<file path="src/rtl/csc_pkg.sv">
package csc_pkg;

    localparam int CSC_PIX_W   = 8;
    localparam int CSC_COEF_W  = 14;
    localparam int CSC_FRAC_W  = 10;
    localparam int CSC_K_FRAC  = 4;
    localparam int CSC_ADDR_W  = 4;
    localparam int CSC_NROW    = 3;
    localparam int CSC_NCOL    = 4;
    localparam int CSC_LATENCY = 3;

    // Stream side-band carried alongside each pixel
    typedef struct packed {
        logic valid;
        logic sof;
        logic eol;
    } csc_ctl_t;

    // Power-up matrix: rows Y, Cb, Cr; columns R, G, B, offset
    function automatic logic [CSC_COEF_W-1:0] csc_default_word(input int unsigned idx);
        logic [CSC_COEF_W-1:0] w;
        case (idx)
            0:       w = 14'h0107;
            1:       w = 14'h0204;
            2:       w = 14'h0064;
            3:       w = 14'h0108;
            4:       w = 14'h3F69;
            5:       w = 14'h3ED6;
            6:       w = 14'h01C1;
            7:       w = 14'h0808;
            8:       w = 14'h01C1;
            9:       w = 14'h3E88;
            10:      w = 14'h3FB8;
            11:      w = 14'h0808;
            default: w = '0;
        endcase
        return w;
    endfunction

endpackage

</file>
<file path="src/rtl/csc_coef_bank.sv">
module csc_coef_bank
    import csc_pkg::*;
#(
    parameter int COEF_W = CSC_COEF_W,
    parameter int ADDR_W = CSC_ADDR_W,
    parameter int NREG   = CSC_NROW * CSC_NCOL
) (
    input  logic                       clk,
    input  logic                       rst,
    input  logic                       wr_en,
    input  logic [ADDR_W-1:0]          wr_addr,
    input  logic [COEF_W-1:0]          wr_data,
    input  logic                       frame_load,
    output logic [NREG-1:0][COEF_W-1:0] coef_eff,
    output logic                       conv_eff
);

    localparam int CTRL_ADDR = NREG;

    logic [NREG-1:0][COEF_W-1:0] shadow_q;
    logic [NREG-1:0][COEF_W-1:0] active_q;
    logic                        en_sh_q;
    logic                        en_act_q;

    // Staging copy: written by the configuration port
    always_ff @(posedge clk) begin
        if (rst) begin
            for (int i = 0; i < NREG; i++) begin
                shadow_q[i] <= COEF_W'(csc_default_word(i));
            end
            en_sh_q <= 1'b0;
        end else if (wr_en) begin
            for (int i = 0; i < NREG; i++) begin
                if (wr_addr == ADDR_W'(i)) begin
                    shadow_q[i] <= wr_data;
                end
            end
            if (wr_addr == ADDR_W'(CTRL_ADDR)) begin
                en_sh_q <= wr_data[0];
            end
        end
    end

    // Active copy: swapped in only at a frame start
    always_ff @(posedge clk) begin
        if (rst) begin
            for (int i = 0; i < NREG; i++) begin
                active_q[i] <= COEF_W'(csc_default_word(i));
            end
            en_act_q <= 1'b0;
        end else if (frame_load) begin
            active_q <= shadow_q;
            en_act_q <= en_sh_q;
        end
    end

    // The frame-start pixel itself must see the new set
    assign coef_eff = frame_load ? shadow_q : active_q;
    assign conv_eff = frame_load ? en_sh_q  : en_act_q;

    assert_active_hold_R7: assert property (@(posedge clk) disable iff (rst)
        !frame_load |=> ($stable(active_q) && $stable(en_act_q)));

    assert_active_take_R7: assert property (@(posedge clk) disable iff (rst)
        frame_load |=> (active_q == $past(shadow_q)));

    assert_ctrl_keeps_coef_R8: assert property (@(posedge clk) disable iff (rst)
        (wr_en && wr_addr == ADDR_W'(CTRL_ADDR)) |=> $stable(shadow_q));

    assert_spare_addr_R9: assert property (@(posedge clk) disable iff (rst)
        (wr_en && wr_addr > ADDR_W'(CTRL_ADDR)) |=> ($stable(shadow_q) && $stable(en_sh_q)));

endmodule

</file>
<file path="src/rtl/csc_mac_row.sv">
module csc_mac_row
    import csc_pkg::*;
#(
    parameter int PIX_W  = CSC_PIX_W,
    parameter int COEF_W = CSC_COEF_W,
    parameter int FRAC_W = CSC_FRAC_W,
    parameter int K_FRAC = CSC_K_FRAC
) (
    input  logic              clk,
    input  logic              rst,
    input  logic [PIX_W-1:0]  pix_r,
    input  logic [PIX_W-1:0]  pix_g,
    input  logic [PIX_W-1:0]  pix_b,
    input  logic [PIX_W-1:0]  pix_raw,
    input  logic [COEF_W-1:0] w_r,
    input  logic [COEF_W-1:0] w_g,
    input  logic [COEF_W-1:0] w_b,
    input  logic [COEF_W-1:0] w_k,
    input  logic              conv_en,
    output logic [PIX_W-1:0]  pix_out
);

    localparam int PROD_W = PIX_W + COEF_W + 1;
    localparam int ACC_W  = PROD_W + 2;
    localparam int Q_W    = ACC_W - FRAC_W;
    localparam int K_SH   = FRAC_W - K_FRAC;
    localparam int NPROD  = 3;

    function automatic logic signed [PROD_W-1:0] smul(input logic [PIX_W-1:0] p,
                                                      input logic [COEF_W-1:0] w);
        logic signed [PROD_W-1:0] a;
        logic signed [PROD_W-1:0] b;
        a = PROD_W'(signed'({1'b0, p}));
        b = PROD_W'(signed'(w));
        return a * b;
    endfunction

    logic [NPROD-1:0][PIX_W-1:0]  pix_in;
    logic [NPROD-1:0][COEF_W-1:0] w_in;

    assign pix_in = {pix_b, pix_g, pix_r};
    assign w_in   = {w_b, w_g, w_r};

    // Stage 1: products and aligned offset
    logic signed [PROD_W-1:0] prod_s1 [NPROD];
    logic signed [ACC_W-1:0]  k_s1;
    logic [PIX_W-1:0]         raw_s1;
    logic                     conv_s1;

    for (genvar p = 0; p < NPROD; p++) begin : g_mul
        always_ff @(posedge clk) begin
            if (rst) begin
                prod_s1[p] <= '0;
            end else begin
                prod_s1[p] <= smul(pix_in[p], w_in[p]);
            end
        end
    end

    always_ff @(posedge clk) begin
        if (rst) begin
            k_s1    <= '0;
            raw_s1  <= '0;
            conv_s1 <= 1'b0;
        end else begin
            k_s1    <= signed'(ACC_W'({w_k, {K_SH{1'b0}}}));
            raw_s1  <= pix_raw;
            conv_s1 <= conv_en;
        end
    end

    // Stage 2: sum and floor
    logic signed [ACC_W-1:0] sum_c;
    logic signed [Q_W-1:0]   q_s2;
    logic [PIX_W-1:0]        raw_s2;
    logic                    conv_s2;

    always_comb begin
        sum_c = k_s1;
        for (int p = 0; p < NPROD; p++) begin
            sum_c = sum_c + ACC_W'(prod_s1[p]);
        end
    end

    always_ff @(posedge clk) begin
        if (rst) begin
            q_s2    <= '0;
            raw_s2  <= '0;
            conv_s2 <= 1'b0;
        end else begin
            q_s2    <= Q_W'(sum_c >>> FRAC_W);
            raw_s2  <= raw_s1;
            conv_s2 <= conv_s1;
        end
    end

    // Stage 3: clamp and bypass select
    logic [PIX_W-1:0] sat_c;

    always_comb begin
        if (q_s2[Q_W-1]) begin
            sat_c = '0;
        end else if (|q_s2[Q_W-2:PIX_W]) begin
            sat_c = '1;
        end else begin
            sat_c = q_s2[PIX_W-1:0];
        end
    end

    always_ff @(posedge clk) begin
        if (rst) begin
            pix_out <= '0;
        end else begin
            pix_out <= conv_s2 ? sat_c : raw_s2;
        end
    end

    assert_clamp_low_R4: assert property (@(posedge clk) disable iff (rst)
        (conv_s2 && q_s2[Q_W-1]) |=> (pix_out == '0));

    assert_clamp_high_R4: assert property (@(posedge clk) disable iff (rst)
        (conv_s2 && !q_s2[Q_W-1] && (|q_s2[Q_W-2:PIX_W])) |=> (pix_out == '1));

    assert_bypass_copy_R5: assert property (@(posedge clk) disable iff (rst)
        !conv_s2 |=> (pix_out == $past(raw_s2)));

endmodule

</file>
<file path="src/rtl/csc_out_matrix.sv">
module csc_out_matrix
    import csc_pkg::*;
#(
    parameter int PIX_W  = CSC_PIX_W,
    parameter int COEF_W = CSC_COEF_W,
    parameter int FRAC_W = CSC_FRAC_W,
    parameter int K_FRAC = CSC_K_FRAC,
    parameter int ADDR_W = CSC_ADDR_W
) (
    input  logic              clk,
    input  logic              rst,
    input  logic              cfg_we,
    input  logic [ADDR_W-1:0] cfg_addr,
    input  logic [COEF_W-1:0] cfg_wdata,
    input  logic              in_valid,
    input  logic              in_sof,
    input  logic              in_eol,
    input  logic [PIX_W-1:0]  in_r,
    input  logic [PIX_W-1:0]  in_g,
    input  logic [PIX_W-1:0]  in_b,
    output logic              out_valid,
    output logic              out_sof,
    output logic              out_eol,
    output logic [PIX_W-1:0]  out_c0,
    output logic [PIX_W-1:0]  out_c1,
    output logic [PIX_W-1:0]  out_c2
);

    localparam int NROW   = CSC_NROW;
    localparam int NCOL   = CSC_NCOL;
    localparam int NREG   = NROW * NCOL;
    localparam int PIPE_D = CSC_LATENCY;

    logic                        frame_load;
    logic [NREG-1:0][COEF_W-1:0] coef_eff;
    logic                        conv_eff;

    assign frame_load = in_valid & in_sof;

    csc_coef_bank #(
        .COEF_W (COEF_W),
        .ADDR_W (ADDR_W),
        .NREG   (NREG)
    ) u_bank (
        .clk        (clk),
        .rst        (rst),
        .wr_en      (cfg_we),
        .wr_addr    (cfg_addr),
        .wr_data    (cfg_wdata),
        .frame_load (frame_load),
        .coef_eff   (coef_eff),
        .conv_eff   (conv_eff)
    );

    logic [NROW-1:0][PIX_W-1:0] raw_in;
    logic [NROW-1:0][PIX_W-1:0] row_out;

    assign raw_in = {in_b, in_g, in_r};

    for (genvar rw = 0; rw < NROW; rw++) begin : g_row
        csc_mac_row #(
            .PIX_W  (PIX_W),
            .COEF_W (COEF_W),
            .FRAC_W (FRAC_W),
            .K_FRAC (K_FRAC)
        ) u_row (
            .clk     (clk),
            .rst     (rst),
            .pix_r   (in_r),
            .pix_g   (in_g),
            .pix_b   (in_b),
            .pix_raw (raw_in[rw]),
            .w_r     (coef_eff[rw*NCOL + 0]),
            .w_g     (coef_eff[rw*NCOL + 1]),
            .w_b     (coef_eff[rw*NCOL + 2]),
            .w_k     (coef_eff[rw*NCOL + 3]),
            .conv_en (conv_eff),
            .pix_out (row_out[rw])
        );
    end

    // Side-band delay line matching the datapath depth
    csc_ctl_t ctl_q [PIPE_D];

    always_ff @(posedge clk) begin
        if (rst) begin
            for (int i = 0; i < PIPE_D; i++) begin
                ctl_q[i] <= '0;
            end
        end else begin
            ctl_q[0] <= '{valid: in_valid, sof: in_sof, eol: in_eol};
            for (int i = 1; i < PIPE_D; i++) begin
                ctl_q[i] <= ctl_q[i-1];
            end
        end
    end

    assign out_valid = ctl_q[PIPE_D-1].valid;
    assign out_sof   = ctl_q[PIPE_D-1].sof;
    assign out_eol   = ctl_q[PIPE_D-1].eol;
    assign out_c0    = row_out[0];
    assign out_c1    = row_out[1];
    assign out_c2    = row_out[2];

    // Cycles since reset release, saturating at the pipeline depth
    logic [1:0] warm_q;

    always_ff @(posedge clk) begin
        if (rst) begin
            warm_q <= '0;
        end else if (warm_q != 2'd3) begin
            warm_q <= warm_q + 2'd1;
        end
    end

    assert_flag_delay_R1: assert property (@(posedge clk) disable iff (rst)
        (warm_q == 2'd3) |-> ({out_valid, out_sof, out_eol} == $past({in_valid, in_sof, in_eol}, 3)));

endmodule

</file>
<file path="config.mk">
export PLATFORM = sky130hd
export DESIGN_NAME = csc_out_matrix
export DESIGN_NICKNAME = d
export VERILOG_FILES = /design/src/rtl/csc_pkg.sv /design/src/rtl/csc_coef_bank.sv /design/src/rtl/csc_mac_row.sv /design/src/rtl/csc_out_matrix.sv
export SDC_FILE = /design/constraint.sdc
export NUM_CORES = 2
export LEC_CHECK = 0
export ABC_AREA = 1
export BUFFER_PORTS_ARGS = -buffer_cell sky130_fd_sc_hd__buf_2
export CAP_MARGIN = 20
export CORE_AREA = 2 2 343 412
export DETAILED_ROUTE_END_ITERATION = 8
export DIE_AREA = 0 0 345 414
export PLACE_DENSITY_LB_ADDON = 0.2
export SYNTH_ARGS = -nofsm -noshare
export SYNTH_HDL_FRONTEND = slang
export SYNTH_HIERARCHICAL = 1
export SYNTH_SLANG_ARGS = --single-unit
</file>
<file path="constraint.sdc">
create_clock -name clk -period 17.6 [get_ports clk]
set_input_delay 3.52 -clock clk [delete_from_list [all_inputs] [get_ports clk]]
set_output_delay 3.52 -clock clk [all_outputs]
set_load 0.02 [all_outputs]
</file>
Word-level counts from Yosys, hierarchy flattened --
Memories as Yosys holds them, arrays and structs flattened. Index checks and enable logic that the tools add are counted.
Storage, ports and cells: bits in registers 531, memory bits (writable) 216, output and inout bits 27, logic and storage cells 134, memories 4
Memory list:
- g_row[0].u_row.prod_s1 | depth 3, bits a word 23, read ports 3, clocked after Yosys merged registers in 0, write ports 3, RTL line csc_mac_row.sv:45 | logic signed [PROD_W-1:0] prod_s1 [NPROD];
- g_row[1].u_row.prod_s1 | depth 3, bits a word 23, read ports 3, clocked after Yosys merged registers in 0, write ports 3, RTL line csc_mac_row.sv:45
- g_row[2].u_row.prod_s1 | depth 3, bits a word 23, read ports 3, clocked after Yosys merged registers in 0, write ports 3, RTL line csc_mac_row.sv:45
- ctl_q | depth 3, bits a word 3, read ports 3, clocked after Yosys merged registers in 0, write ports 3, RTL line csc_out_matrix.sv:83 | csc_ctl_t ctl_q [PIPE_D];
Cells by class: add/subtract/negate cells 9, multiply operators 9, equality and inequality tests 12, muxes and demuxes 25, bitwise logic cells 13, reductions and logical operators 17
Operators with widths (count):
- $add A25 B23 Y25 | 9
- $mul A9 B14 Y23 | 9
- $mux W23 | 9
- $mux W168 | 1
- $mux W8 | 9
- $reduce_and A2 Y1 | 13
- $eq A4 B4 Y1 const B | 5
- $reduce_or A6 Y1 | 3
- $eq A4 B3 Y1 const B | 4
- $or A1 B1 Y1 | 12
- $mux W3 | 3
- $eq A4 B2 Y1 const B | 2
- $eq A4 B1 Y1 const B | 1
- $logic_not A4 Y1 | 1
- $mux W1 | 3
- $and A1 B1 Y1 | 1

Longest topological paths before layout --
depth after elaboration 4, depth in mapped cells 31

By module --
The synthesis kept the hierarchy.
By module, submodules not included:
- csc_mac_row (g_row[1].u_row) | times used 1, cells each 2531, area an instance 18694.2 um2, sequential area each 2482.4 um2
- csc_mac_row (g_row[2].u_row) | times used 1, cells each 2517, area an instance 18630.4 um2, sequential area each 2482.4 um2
- csc_mac_row (g_row[0].u_row) | times used 1, cells each 2523, area an instance 18626.6 um2, sequential area each 2482.4 um2
- csc_coef_bank | times used 1, cells each 1802, area an instance 12774.8 um2, sequential area each 6766.5 um2
- csc_out_matrix | times used 1, cells each 30, area an instance 266.5 um2, sequential area each 180.2 um2

Worst setup path before layout --
No wires, ideal clock.
path type input -> register, start point in in_valid, end point mem g_row[2].u_row/prod_s1[2][22] in the netlist's numbering, arrival 8.248 ns, data required time 17.487 ns, setup slack 9.239 ns, stages on the path 26, path buffers 4, cell sequence nand2_1 > inv_1 > buf_2 > inv_2 > buf_2 > clkbuf_1 > nand2_1 > nand2_1 > clkbuf_1 > nand2_1 > fa_1 > inv_1 > fa_1 > inv_1 > fa_1 > fa_1 > inv_1 > ha_1 > inv_1 > nor3_1 > and2_1 > nand3b_1 > nand3_1 > nand2_1 > nand2_1 > nor2_1
RTL lines:
- start, declared | RTL line csc_out_matrix.sv:15 | input logic in_valid,
- end, declared | RTL line csc_mac_row.sv:45

==> summary.txt <==
Post-synth EDFFs: 0
Post-synth top flop: dfxtp_1
period utilization: 53.3%
Post-Synthesis Cells: 9403
fin nets: 10700
DR DRC count: 0
gr usage total: 26.0%
DP HPWL: 141 mm
Fmax achieved: 107 MHz
Initial Util: 49.7%
first-pass iteration count of the detailed router: 7
Mapped Area: 0.0690 mm2
setup tns final: 0 ns
critical path peak fanout: 76
num rows: 150
clock-pin slew on the worst setup and hold paths: 0.06 ns
critical path startpoint category: primary input
global-route wire length before repair: 298 mm
kind of critical path: in -> reg
#FFs+latches synth: 719
CTS hold repair buffers: 0
Synth Area per Inst: 7.34 um2
Synth top area share: 26.6%
core area: 0.139 mm2
CTS Buf Count: 78
drt initial violations: 3082
Die Span X: 345 um
hold_ws: 0.378 ns
GRT Residual Overflow: 0
Yosys cell types: 44
relative slew slack: 29.3%
crit path time final: 9.38 ns
Least-Margin Pin Slew: 1.06 ns
Post-synth ARST share: 0%
Yosys warning total: 6
Static Leak: 42.0 nW
Via Count: 55500
die height: 414 um
Final Setup Violations: 0
die area: 0.143 mm2
setup repair bufs after CTS: 0
total routed wirelength: 183 mm
largest net degree at the start of global routing: 91
vias per cell: 4.98
final worst slack: 8.22 ns
share of cells above drive strength 1: 3.67%
Routed Antenna Nets: 0
ranking of synthesized cells by area: fa_1, dfxtp_1, nand2_1
routability congestion estimate: 0.902
# H-tree levels: 3
CTS root buf: clkbuf_16
Area growth syn-to-layout: 6.20%
multi-input logic area: 0.0448 mm2
PortBufs: 74
power per cell area: 121 mW/mm2
vias in the first global route: 56900
Worst Clk Skew: 0.0341 ns
Seq/Total Area, Yosys: 20.9%
Sink Count: 719
cell with the most instances after synthesis: nand2_1
Worst Hold Class: reg -> reg
sequential cell area: 0.0144 mm2
maximum root-to-sink buffer count: 3
worst skew pair latency: 0.69 ns
WL/cell: 16.4 um
IO Pins: 75
# fillers: 13600
CTS resizes: 0
RSZ-0062 raised after global routing: no
worst endpoint required time: 18.17 ns
largest area contributor in the netlist: fa_1
initial antenna violation count: 15
pre-CTS setup slack: 7.54 ns
synth cell count leaders: nand2_1, inv_1, fa_1
Critical Path AT: 9.94 ns
fin. max-slew vios: 0
Syn Nets: 10900
maximum VDD drop: 181 uV
status: finished, final reports clean
Worst setup EP type: register
CTS tree: yes
max cap viols: 0
Final Hold Fails: 0
critical path: stages:
cell	delay, ns
buf_2	0.10
nand2_1	0.24
inv_6	0.24
inv_4	0.67
buf_4	0.67
nand2_1	0.16
nand2_1	0.24
nand2_1	0.17
fa_1	0.76
inv_1	0.10
fa_1	0.63
inv_1	0.11
fa_1	0.42
fa_1	0.56
inv_1	0.05
ha_1	0.30
inv_1	0.08
nor3_1	0.25
and2_1	0.18
nand3b_1	0.08
nand3_1	0.11
nand2_1	0.06
nand2_1	0.06
nor2_1	0.05
layout make-up:
| class | instances | area share [%] |
|---|---|---|
| clock buffer | 98 | 2.92 |
| inverter | 2246 | 11.5 |
| timing repair buffer | 112 | 0.926 |
| antenna | 1 | 0.00342 |
| sequential | 719 | 19.6 |
| tap | 1824 | 3.11 |
| clock inverter | 44 | 0.789 |
| multi-input combinational | 6099 | 61.1 |
worst paths after layout:
kind	startpoint	to	slack [ns]	cells after the start
setup / recovery	in_valid	g_row[0].u_row/prod_s1[1][22]$_SDFF_PP0_	8.22	24
hold / removal	g_row[0].u_row/raw_s1[0]$_SDFF_PP0_	g_row[0].u_row/raw_s2[0]$_SDFF_PP0_	0.38	2
setup reg to reg	u_bank/shadow_q[153]$_SDFFE_PP1P_	g_row[2].u_row/prod_s1[2][22]$_SDFF_PP0_	12.68	19
hold reg to reg	g_row[0].u_row/raw_s1[0]$_SDFF_PP0_	g_row[0].u_row/raw_s2[0]$_SDFF_PP0_	0.38	2
cells in the final DEF, fill, tap and decap left out, types with 40 or more instances in the layout:
master,synthesis,routed
nand2_1,2575,2575
nor2_1,776,776
nand3_1,331,331
buf_2,23,73
inv_1,2232,2230
o21a_1,40,40
a21oi_1,480,480
dfxtp_1,719,719
nand4_1,47,47
fa_1,918,918
clkbuf_16,0,78
o21ai_0,139,139
nor3_1,40,40
ha_1,504,504
metal layers:
layer  wire length, um  up-vias  track usage [%]
li1                  -    27300                -
met1             78000    26800             32.6
met2             90200     1123             46.0
met3              7300      306             2.74
met4              7090       10             9.78
met5                61        -                0
logic make-up (layout without fill, tap and decap cells):
| family | after synthesis | after routing | synth area share [%] |
|---|---|---|---|
| adder cells (fa/ha/maj) | 1422 | 1422 | 35.8 |
| XOR/XNOR | 50 | 50 | 0.635 |
| flip-flops | 719 | 719 | 20.9 |
| AO/OA/AOI/OAI | 752 | 752 | 5.96 |
| buffers and inverters | 2585 | 2500 | 14.3 |
| other | 0 | 1 | 0 |
| AND/OR/NAND/NOR | 3875 | 3875 | 22.5 |
where the power goes:
part,switching (mW),total [mW],leakage (nW),internal (mW)
combinational,3.32,5.16,34.8,1.84
sequential,0.129,1.96,5.88,1.83
clock,0.742,1.74,1.34,0.994
total,4.19,8.85,42.0,4.66
state kept, by name (all words and copies together), names as in the netlist:
signal               count
ctl_q                    9
g_row.u_row/conv_s1      3
g_row.u_row/conv_s2      3
g_row.u_row/k_s1        42
g_row.u_row/pix_out     24
g_row.u_row/prod_s1    207
g_row.u_row/q_s2        45
g_row.u_row/raw_s1      24
g_row.u_row/raw_s2      24
u_bank/active_q        168
u_bank/en_act_q          1
u_bank/en_sh_q           1
u_bank/shadow_q        168
metrics by stage:
stage          cells  utilization [%]  area [um2]  power (mW)
2_1_floorplan   9403                -       69000        5.85
6_report       11100             52.8       73300        8.85
5_1_grt        11100             52.8       73300        9.80
3_3_place_gp   11000             50.8       70500        7.09
4_1_cts        11100             52.7       73200        8.95
3_5_place_dp   11000             50.8       70500        7.16
Power figures use the tool's default switching activity.
